[src/rtl/i2c_grp_pkg.sv]
package i2c_grp_pkg;
  localparam int BYTE_W = 8;
  localparam int DEV_W  = 7;
  localparam logic [BYTE_W-1:0] BCAST_ADDR = 8'h00;
  localparam logic [BYTE_W-1:0] BCAST_RST  = 8'h06;
  localparam logic [BYTE_W-1:0] PTR_GROUP  = 8'h00;

  typedef enum logic [2:0] {
    ST_IDLE, ST_RX, ST_ACK_WAIT, ST_ACK_LO, ST_ACK_HI, ST_IGNORE
  } bus_st_e;

  typedef enum logic [2:0] {
    K_ADDR, K_GROUP, K_PTR, K_DATA, K_BCMD, K_NONE
  } byte_kind_e;
endpackage

[src/rtl/i2c_cond_detect.sv]
module i2c_cond_detect #(
  parameter int SYNC_STAGES = 2
) (
  input  logic clk_i,
  input  logic rst_ni,
  input  logic scl_i,
  input  logic sda_i,
  output logic sda_s_o,
  output logic scl_rise_o,
  output logic scl_fall_o,
  output logic start_o,
  output logic stop_o
);
  localparam int LAST = SYNC_STAGES - 1;

  logic [SYNC_STAGES-1:0] scl_sync_q, sda_sync_q;
  logic scl_q, sda_q, scl_s, sda_s;

  generate
    if (SYNC_STAGES == 1) begin : g_one
      always_ff @(posedge clk_i or negedge rst_ni) begin
        if (!rst_ni) begin
          scl_sync_q <= '1;
          sda_sync_q <= '1;
        end else begin
          scl_sync_q <= scl_i;
          sda_sync_q <= sda_i;
        end
      end
    end else begin : g_multi
      always_ff @(posedge clk_i or negedge rst_ni) begin
        if (!rst_ni) begin
          scl_sync_q <= '1;
          sda_sync_q <= '1;
        end else begin
          scl_sync_q <= {scl_sync_q[SYNC_STAGES-2:0], scl_i};
          sda_sync_q <= {sda_sync_q[SYNC_STAGES-2:0], sda_i};
        end
      end
    end
  endgenerate

  assign scl_s = scl_sync_q[LAST];
  assign sda_s = sda_sync_q[LAST];

  always_ff @(posedge clk_i or negedge rst_ni) begin
    if (!rst_ni) begin
      scl_q <= 1'b1;
      sda_q <= 1'b1;
    end else begin
      scl_q <= scl_s;
      sda_q <= sda_s;
    end
  end

  assign sda_s_o    = sda_s;
  assign scl_rise_o = scl_s & ~scl_q;
  assign scl_fall_o = ~scl_s & scl_q;
  assign start_o    = scl_s & scl_q & sda_q & ~sda_s;
  assign stop_o     = scl_s & scl_q & ~sda_q & sda_s;

  p_no_edge_on_cond_r2: assert property (@(posedge clk_i) disable iff (!rst_ni)
    (start_o || stop_o) |-> !(scl_rise_o || scl_fall_o));
endmodule

[src/rtl/i2c_addr_latch.sv]
module i2c_addr_latch
  import i2c_grp_pkg::*;
(
  input  logic             clk_i,
  input  logic             rst_ni,
  input  logic [DEV_W-1:0] addr_pins_i,
  input  logic             reload_i,
  output logic [DEV_W-1:0] dev_addr_o
);
  logic reload_q;
  logic [DEV_W-1:0] dev_addr_q;

  // pins are sampled one cycle after reset release or a broadcast reset
  always_ff @(posedge clk_i or negedge rst_ni) begin
    if (!rst_ni) begin
      reload_q   <= 1'b1;
      dev_addr_q <= '0;
    end else begin
      reload_q <= reload_i;
      if (reload_q) dev_addr_q <= addr_pins_i;
    end
  end

  assign dev_addr_o = dev_addr_q;

  p_addr_hold_r9: assert property (@(posedge clk_i) disable iff (!rst_ni)
    (!reload_q && !reload_i) |=> $stable(dev_addr_o));
endmodule

[src/rtl/i2c_wr_fsm.sv]
module i2c_wr_fsm
  import i2c_grp_pkg::*;
#(
  parameter int PTR_W = 8
) (
  input  logic              clk_i,
  input  logic              rst_ni,
  input  logic              sda_s_i,
  input  logic              scl_rise_i,
  input  logic              scl_fall_i,
  input  logic              start_i,
  input  logic              stop_i,
  input  logic [DEV_W-1:0]  dev_addr_i,
  output logic              reload_o,
  output logic              sda_oe_o,
  output logic              wr_valid_o,
  output logic [BYTE_W-1:0] wr_group_o,
  output logic [PTR_W-1:0]  wr_ptr_o,
  output logic [BYTE_W-1:0] wr_data_o
);
  localparam int CNT_W = $clog2(BYTE_W);
  localparam logic [CNT_W-1:0] LAST_BIT = CNT_W'(BYTE_W - 1);

  bus_st_e     state_q;
  byte_kind_e  kind_q;
  logic [CNT_W-1:0]  bit_cnt_q;
  logic [BYTE_W-1:0] shift_q, rx_byte, group_q, data_q;
  logic [PTR_W-1:0]  ptr_q, wr_ptr_q;
  logic oe_q, valid_q, reload_q;
  logic own_hit, bcast_hit;

  assign rx_byte   = {shift_q[BYTE_W-2:0], sda_s_i};
  assign own_hit   = (rx_byte[BYTE_W-1:1] == dev_addr_i) && !rx_byte[0];
  assign bcast_hit = (rx_byte == BCAST_ADDR);

  always_ff @(posedge clk_i or negedge rst_ni) begin
    if (!rst_ni) begin
      state_q   <= ST_IDLE;
      kind_q    <= K_NONE;
      bit_cnt_q <= '0;
      shift_q   <= '0;
      group_q   <= '0;
      data_q    <= '0;
      ptr_q     <= '0;
      wr_ptr_q  <= '0;
      oe_q      <= 1'b0;
      valid_q   <= 1'b0;
      reload_q  <= 1'b0;
    end else begin
      valid_q  <= 1'b0;
      reload_q <= 1'b0;
      if (stop_i) begin
        state_q <= ST_IDLE;
        oe_q    <= 1'b0;
      end else if (start_i) begin
        state_q   <= ST_RX;
        kind_q    <= K_ADDR;
        bit_cnt_q <= '0;
        oe_q      <= 1'b0;
      end else begin
        unique case (state_q)
          ST_RX: if (scl_rise_i) begin
            shift_q <= rx_byte;
            if (bit_cnt_q != LAST_BIT) begin
              bit_cnt_q <= bit_cnt_q + 1'b1;
            end else begin
              state_q <= ST_ACK_WAIT;
              unique case (kind_q)
                K_ADDR: begin
                  if (bcast_hit)    kind_q <= K_BCMD;
                  else if (own_hit) kind_q <= K_GROUP;
                  else              state_q <= ST_IGNORE;
                end
                K_GROUP: begin
                  group_q <= rx_byte;
                  kind_q  <= (rx_byte == PTR_GROUP) ? K_PTR : K_DATA;
                end
                K_PTR: ptr_q <= PTR_W'(rx_byte);
                K_DATA: begin
                  valid_q  <= 1'b1;
                  data_q   <= rx_byte;
                  wr_ptr_q <= ptr_q;
                  ptr_q    <= ptr_q + 1'b1;
                end
                K_BCMD: begin
                  kind_q <= K_NONE;
                  if (rx_byte == BCAST_RST) begin
                    reload_q <= 1'b1;
                    ptr_q    <= '0;
                  end
                end
                default: state_q <= ST_IGNORE;
              endcase
            end
          end
          ST_ACK_WAIT: if (scl_fall_i) begin
            oe_q    <= 1'b1;
            state_q <= ST_ACK_LO;
          end
          ST_ACK_LO: if (scl_rise_i) state_q <= ST_ACK_HI;
          ST_ACK_HI: if (scl_fall_i) begin
            oe_q      <= 1'b0;
            bit_cnt_q <= '0;
            state_q   <= (kind_q == K_NONE) ? ST_IGNORE : ST_RX;
          end
          default: ;
        endcase
      end
    end
  end

  assign reload_o   = reload_q;
  assign sda_oe_o   = oe_q;
  assign wr_valid_o = valid_q;
  assign wr_group_o = group_q;
  assign wr_ptr_o   = wr_ptr_q;
  assign wr_data_o  = data_q;

  p_start_rx_r2: assert property (@(posedge clk_i) disable iff (!rst_ni)
    start_i |=> (state_q == ST_RX && bit_cnt_q == '0 && kind_q == K_ADDR));
  p_stop_idle_r2: assert property (@(posedge clk_i) disable iff (!rst_ni)
    stop_i |=> (state_q == ST_IDLE && !sda_oe_o));
  p_ignore_quiet_r4: assert property (@(posedge clk_i) disable iff (!rst_ni)
    (state_q == ST_IGNORE) |-> (!sda_oe_o && !wr_valid_o));
  p_strobe_pulse_r6: assert property (@(posedge clk_i) disable iff (!rst_ni)
    wr_valid_o |=> !wr_valid_o);
  p_ptr_step_r6: assert property (@(posedge clk_i) disable iff (!rst_ni)
    wr_valid_o |-> (ptr_q == wr_ptr_o + 1'b1));
  p_oe_slot_r11: assert property (@(posedge clk_i) disable iff (!rst_ni)
    sda_oe_o |-> (state_q == ST_ACK_LO || state_q == ST_ACK_HI));
  p_oe_release_r11: assert property (@(posedge clk_i) disable iff (!rst_ni)
    (state_q == ST_ACK_HI && scl_fall_i && !start_i && !stop_i) |=> !sda_oe_o);
endmodule

[src/rtl/i2c_grp_wr_slave.sv]
module i2c_grp_wr_slave
  import i2c_grp_pkg::*;
#(
  parameter int SYNC_STAGES = 2,
  parameter int PTR_W       = 8
) (
  input  logic              clk_i,
  input  logic              rst_ni,
  input  logic              scl_i,
  input  logic              sda_i,
  input  logic [DEV_W-1:0]  addr_pins_i,
  output logic              sda_oe_o,
  output logic              wr_valid_o,
  output logic [BYTE_W-1:0] wr_group_o,
  output logic [PTR_W-1:0]  wr_ptr_o,
  output logic [BYTE_W-1:0] wr_data_o
);
  logic sda_s, scl_rise, scl_fall, start_c, stop_c, reload;
  logic [DEV_W-1:0] dev_addr;

  i2c_cond_detect #(.SYNC_STAGES(SYNC_STAGES)) u_cond (
    .clk_i, .rst_ni, .scl_i, .sda_i,
    .sda_s_o(sda_s), .scl_rise_o(scl_rise), .scl_fall_o(scl_fall),
    .start_o(start_c), .stop_o(stop_c)
  );

  i2c_addr_latch u_addr (
    .clk_i, .rst_ni, .addr_pins_i,
    .reload_i(reload), .dev_addr_o(dev_addr)
  );

  i2c_wr_fsm #(.PTR_W(PTR_W)) u_fsm (
    .clk_i, .rst_ni,
    .sda_s_i(sda_s), .scl_rise_i(scl_rise), .scl_fall_i(scl_fall),
    .start_i(start_c), .stop_i(stop_c), .dev_addr_i(dev_addr),
    .reload_o(reload), .sda_oe_o, .wr_valid_o,
    .wr_group_o, .wr_ptr_o, .wr_data_o
  );
endmodule

[config.mk]
export PLATFORM = sky130hd
export DESIGN_NAME = i2c_grp_wr_slave
export DESIGN_NICKNAME = d
export VERILOG_FILES = /design/src/rtl/i2c_grp_pkg.sv /design/src/rtl/i2c_cond_detect.sv /design/src/rtl/i2c_addr_latch.sv /design/src/rtl/i2c_wr_fsm.sv /design/src/rtl/i2c_grp_wr_slave.sv
export SDC_FILE = /design/constraint.sdc
export NUM_CORES = 1
export LEC_CHECK = 0
export ABC_AREA = 0
export BUFFER_PORTS_ARGS = -buffer_cell sky130_fd_sc_hd__buf_2
export CAP_MARGIN = 30
export CELL_PAD_IN_SITES_DETAIL_PLACEMENT = 1
export CELL_PAD_IN_SITES_GLOBAL_PLACEMENT = 1
export CORE_MARGIN = 5
export CORE_UTILIZATION = 42
export DETAILED_ROUTE_END_ITERATION = 10
export PLACE_DENSITY_LB_ADDON = 0.1
export SLEW_MARGIN = 10
export SYNTH_ARGS = -nofsm -noshare
export SYNTH_HDL_FRONTEND = slang
export SYNTH_SLANG_ARGS = --single-unit
[constraint.sdc]
create_clock -name clk_i -period 1.6 [get_ports clk_i]
set_input_delay 0.08 -clock clk_i [delete_from_list [all_inputs] [get_ports clk_i]]
set_output_delay 0.08 -clock clk_i [all_outputs]
set_load 0.05 [all_outputs]
==> impl_metrics.csv <==
group,metric,value,unit
clock_tree,cts-root-buf,"clkbuf_8",
setup_path,r2r_slack,-0.23,ns
routing,drc,0,
sta,period_share,114,%
setup_path,slowest_stage,"dfstp_2",
global_routing,grt_max_degree,25,
power_and_ir_drop,power_density,1100,nW/um2
setup_path,critPathCaptureType,"flip-flop",
floorplan,fp.dieArea,9010,um2
placed_design,gp_congestion,0.807,
floorplan,chipHeight,94.9,um
clock_tree,tritoncts,"yes",
run,drv_cap,0,
routing,first_pass_iters,4,
final_layout,finish.instance_area,4420,um2
placed_design,post-place-cells,426,
placed_design,dp_hpwl,5.58,mm
sta,fin_tns_setup,-2.91,ns
power_and_ir_drop,p_leak,2.15,nW
final_layout,nNetsFinal,378,
synth,ys_seq_area_share,54.1,%
clock_tree,cts_sinks,65,
floorplan,die_x,94.9,um
routing,wire_per_inst,19.0,um
synth,synth_top_cell_area_share,46.3,%
final_layout,synthToLayoutAreaGrowth,46.0,%
setup_path,critPathTopFamily,"flip-flops",
clock_tree,cts_max_level,3,
global_routing,grt_pass1_vias,2640,
setup_path,rr_startpoint,"u_cond.scl_sync_q[1]",
setup_path,path_buf_inv,1,
sta,fin_ws,-0.230,ns
synth,synthesis.area,3030,um2
sta,worst_pin_slew,0.521,ns
hold_path,hp-class,"input pin to async pin",
synth,synthArstFlopShare,100,%
setup_path,criticalPathCategory,"flip-flop to flip-flop",
routing,wl,8.90,mm
floorplan,initial_core_util,42.4,%
setup_path,crit_fanout,7,
placed_design,post-place-ws,-0.218,ns
clock_tree,clk_path_buf_depth,2,
sta,fin_skew,0.0149,ns
synth,synth_edf_count,0,
synth,synth-seq-cells,65,
routing,num_vias,2510,
synth,syn_inst,253,
routing,initialDrtViolationCount,68,
synth,synth_warnings,0,
synth,post-synth-top-count-cell,"dfrtp_1",
setup_path,critical_path_required,1.81,ns
synth,avgSynthCellArea,12.0,um2
final_layout,n_fill_cell,766,
sta,max_freq,546,MHz
final_layout,antennaDiodeCount,0,
floorplan,rows,31,
synth,syn_nets,267,
outcome,status,"complete, but fails checks",
placed_design,place_area,3660,um2
routing,drtAntennaViolNets,0,
global_routing,grt_pass1_wl,13.4,mm
sta,rsz0062_at_grt,"true",
synth,synth_area_leader_cell,"dfrtp_1",
sta,setup_viol,34,
placed_design,io_buffers,36,
clock_tree,cts_buffers,9,
setup_path,cp_cell_sequence,"and4bb_4, nand3b_4, a21o_4, buf_4, a221oi_2, nor2_1",
setup_path,worst_ep_arrival_time,2.04,ns
final_layout,drive_above_1_share,54.5,%
setup_path,crit_cells,6,
final_layout,fin_cells,468,
synth,synth_cell_types,52,
routing,viasPerCell,5.36,
sta,layout_min_cycle_time,1.83,ns
global_routing,grt-ovfl-total,0,
clock_tree,worstSkewPairLatency,0.34,ns
setup_path,start_kind,"flip-flop",
sta,slew_viol_final,0,
global_routing,antenna_found_initial,0,
setup_path,ff2ff_path_depth,6,
synth,ys_top_cells_by_count,"56 x dfrtp_1, 26 x mux2_2, 20 x o21ai_0, 17 x nor2_1",
outcome,violations,"negative setup slack",
final_layout,post-route-util,61.9,%
floorplan,core_area,7140,um2
synth,synth_area_leaders,"dfrtp_1 46%, mux2_2 9.7%, dfstp_2 7.8%, mux2_4 3.5%, o21ai_0 3.3%",
floorplan,ios,37,
power_and_ir_drop,ir_drop,0.650,mV
clock_tree,clkSlewWorstSetupHoldPaths,0.08,ns
setup_path,rr_endpoint,"u_fsm.ptr_q[1]",
synth,synth_ff_type,"dfrtp_1",
global_routing,gr-usage-all-layers,19.5,%
sta,hold_viol_final,0,
setup_path,cpPeakStageDelay,0.61,ns
sta,slew_headroom,65.3,%
==> sequential cells by signal, summed over array words and instances, names as in the netlist, 2 cells and up <==
register,cells
u_addr.dev_addr_o,7
u_cond.scl_sync_q,2
u_cond.sda_sync_q,2
u_fsm.bit_cnt_q,3
u_fsm.kind_q,3
u_fsm.ptr_q,8
u_fsm.shift_q,7
u_fsm.state_q,3
u_fsm.wr_data_o,8
u_fsm.wr_group_o,8
u_fsm.wr_ptr_o,8
==> worst reg2reg max path, cell delays in order (launching register included) <==
cell	delay [ns]
dfstp_2	0.61
and4bb_4	0.28
nand3b_4	0.14
a21o_4	0.25
buf_4	0.14
a221oi_2	0.20
nor2_1	0.08
==> layout by cell type, fill, tap and decap left out, types with 9 or more instances in the layout <==
| cell type | instances |
|---|---|
| a21oi_1 | 12 |
| buf_2 | 36 |
| buf_4 | 49 |
| buf_6 | 12 |
| clkbuf_8 | 10 |
| dfrtp_1 | 56 |
| dfstp_2 | 9 |
| dlygate4sd3_1 | 10 |
| mux2_2 | 26 |
| mux2_4 | 11 |
| nand2_1 | 11 |
| nor2_1 | 16 |
| o21ai_1 | 9 |
==> worst max-delay path by stage <==
stage | startpoint | endpoint | slack [ns]
after global placement | u_fsm.bit_cnt_q[0] | u_fsm.state_q[2] | -0.22
after floorplan | u_cond.scl_sync_q[1] | u_fsm.wr_data_o[5] | -0.16
after global routing | u_fsm.shift_q[2] | u_fsm.state_q[0] | -0.27
after CTS | u_fsm.shift_q[4] | u_fsm.ptr_q[5] | -0.20
final | u_cond.scl_sync_q[1] | u_fsm.ptr_q[1] | -0.23
after detailed placement | u_fsm.bit_cnt_q[0] | u_fsm.state_q[2] | -0.22
==> stage by stage <==
step	hold WS [ns]	total power [mW]
floorplan	-0.216	2.37
global route	0.278	5.07
detailed placement	0.0794	2.91
global placement	0.0741	2.88
finish	0.246	4.84
CTS	0.251	4.73
==> power by group <==
group / total, mW / switching, mW / internal (mW)
Combinational: 1.15 / 0.535 / 0.612
Sequential: 1.96 / 0.173 / 1.79
Clock: 1.74 / 0.655 / 1.08
Total: 4.84 / 1.36 / 3.48
==> cell type report <==
type                    instances  area (um2)  share of cell area, %
well taps                      99         124                   2.80
clock buffers                  10         138                   3.11
repair buffers                109         823                   18.6
multi-input cells             175        1570                   35.5
clock inverters                 6         115                   2.60
inverters                       4        15.0                  0.340
flip-flops and latches         65        1640                   37.1
==> cells by family after synthesis <==
logic type | Yosys count | synth area share (%)
flip-flops | 65 | 54.1
adder cells (fa/ha/maj) | 3 | 1.24
XOR/XNOR | 8 | 2.31
AO/OA/AOI/OAI | 48 | 9.63
AND/OR/NAND/NOR | 77 | 15.3
multiplexers | 37 | 14.6
buffers and inverters | 15 | 2.77
==> repair_timing <==
action                                 in CTS  in global routing
pin swaps                                   2                 16
setup endpoints to repair                  35                 41
cloned                                      2                  0
gates resized for setup                    15                 54
hold buffers                               10                  0
setup buffers                               5                 10
endpoints found under the hold margin      23                  0
==> metal layers <==
layer  share of wire (%)  global-route usage (%)  up-vias  routed length [um]
met3                 3.4                    3.35       18                 301
met2                  51                    33.2       60                4580
li1                    -                       -     1139                   -
met1                  43                    24.8     1293                3820
met5                   0                       0        -                   0
met4                 2.2                    7.45        0                 193
(Power assumes the default switching activity.)
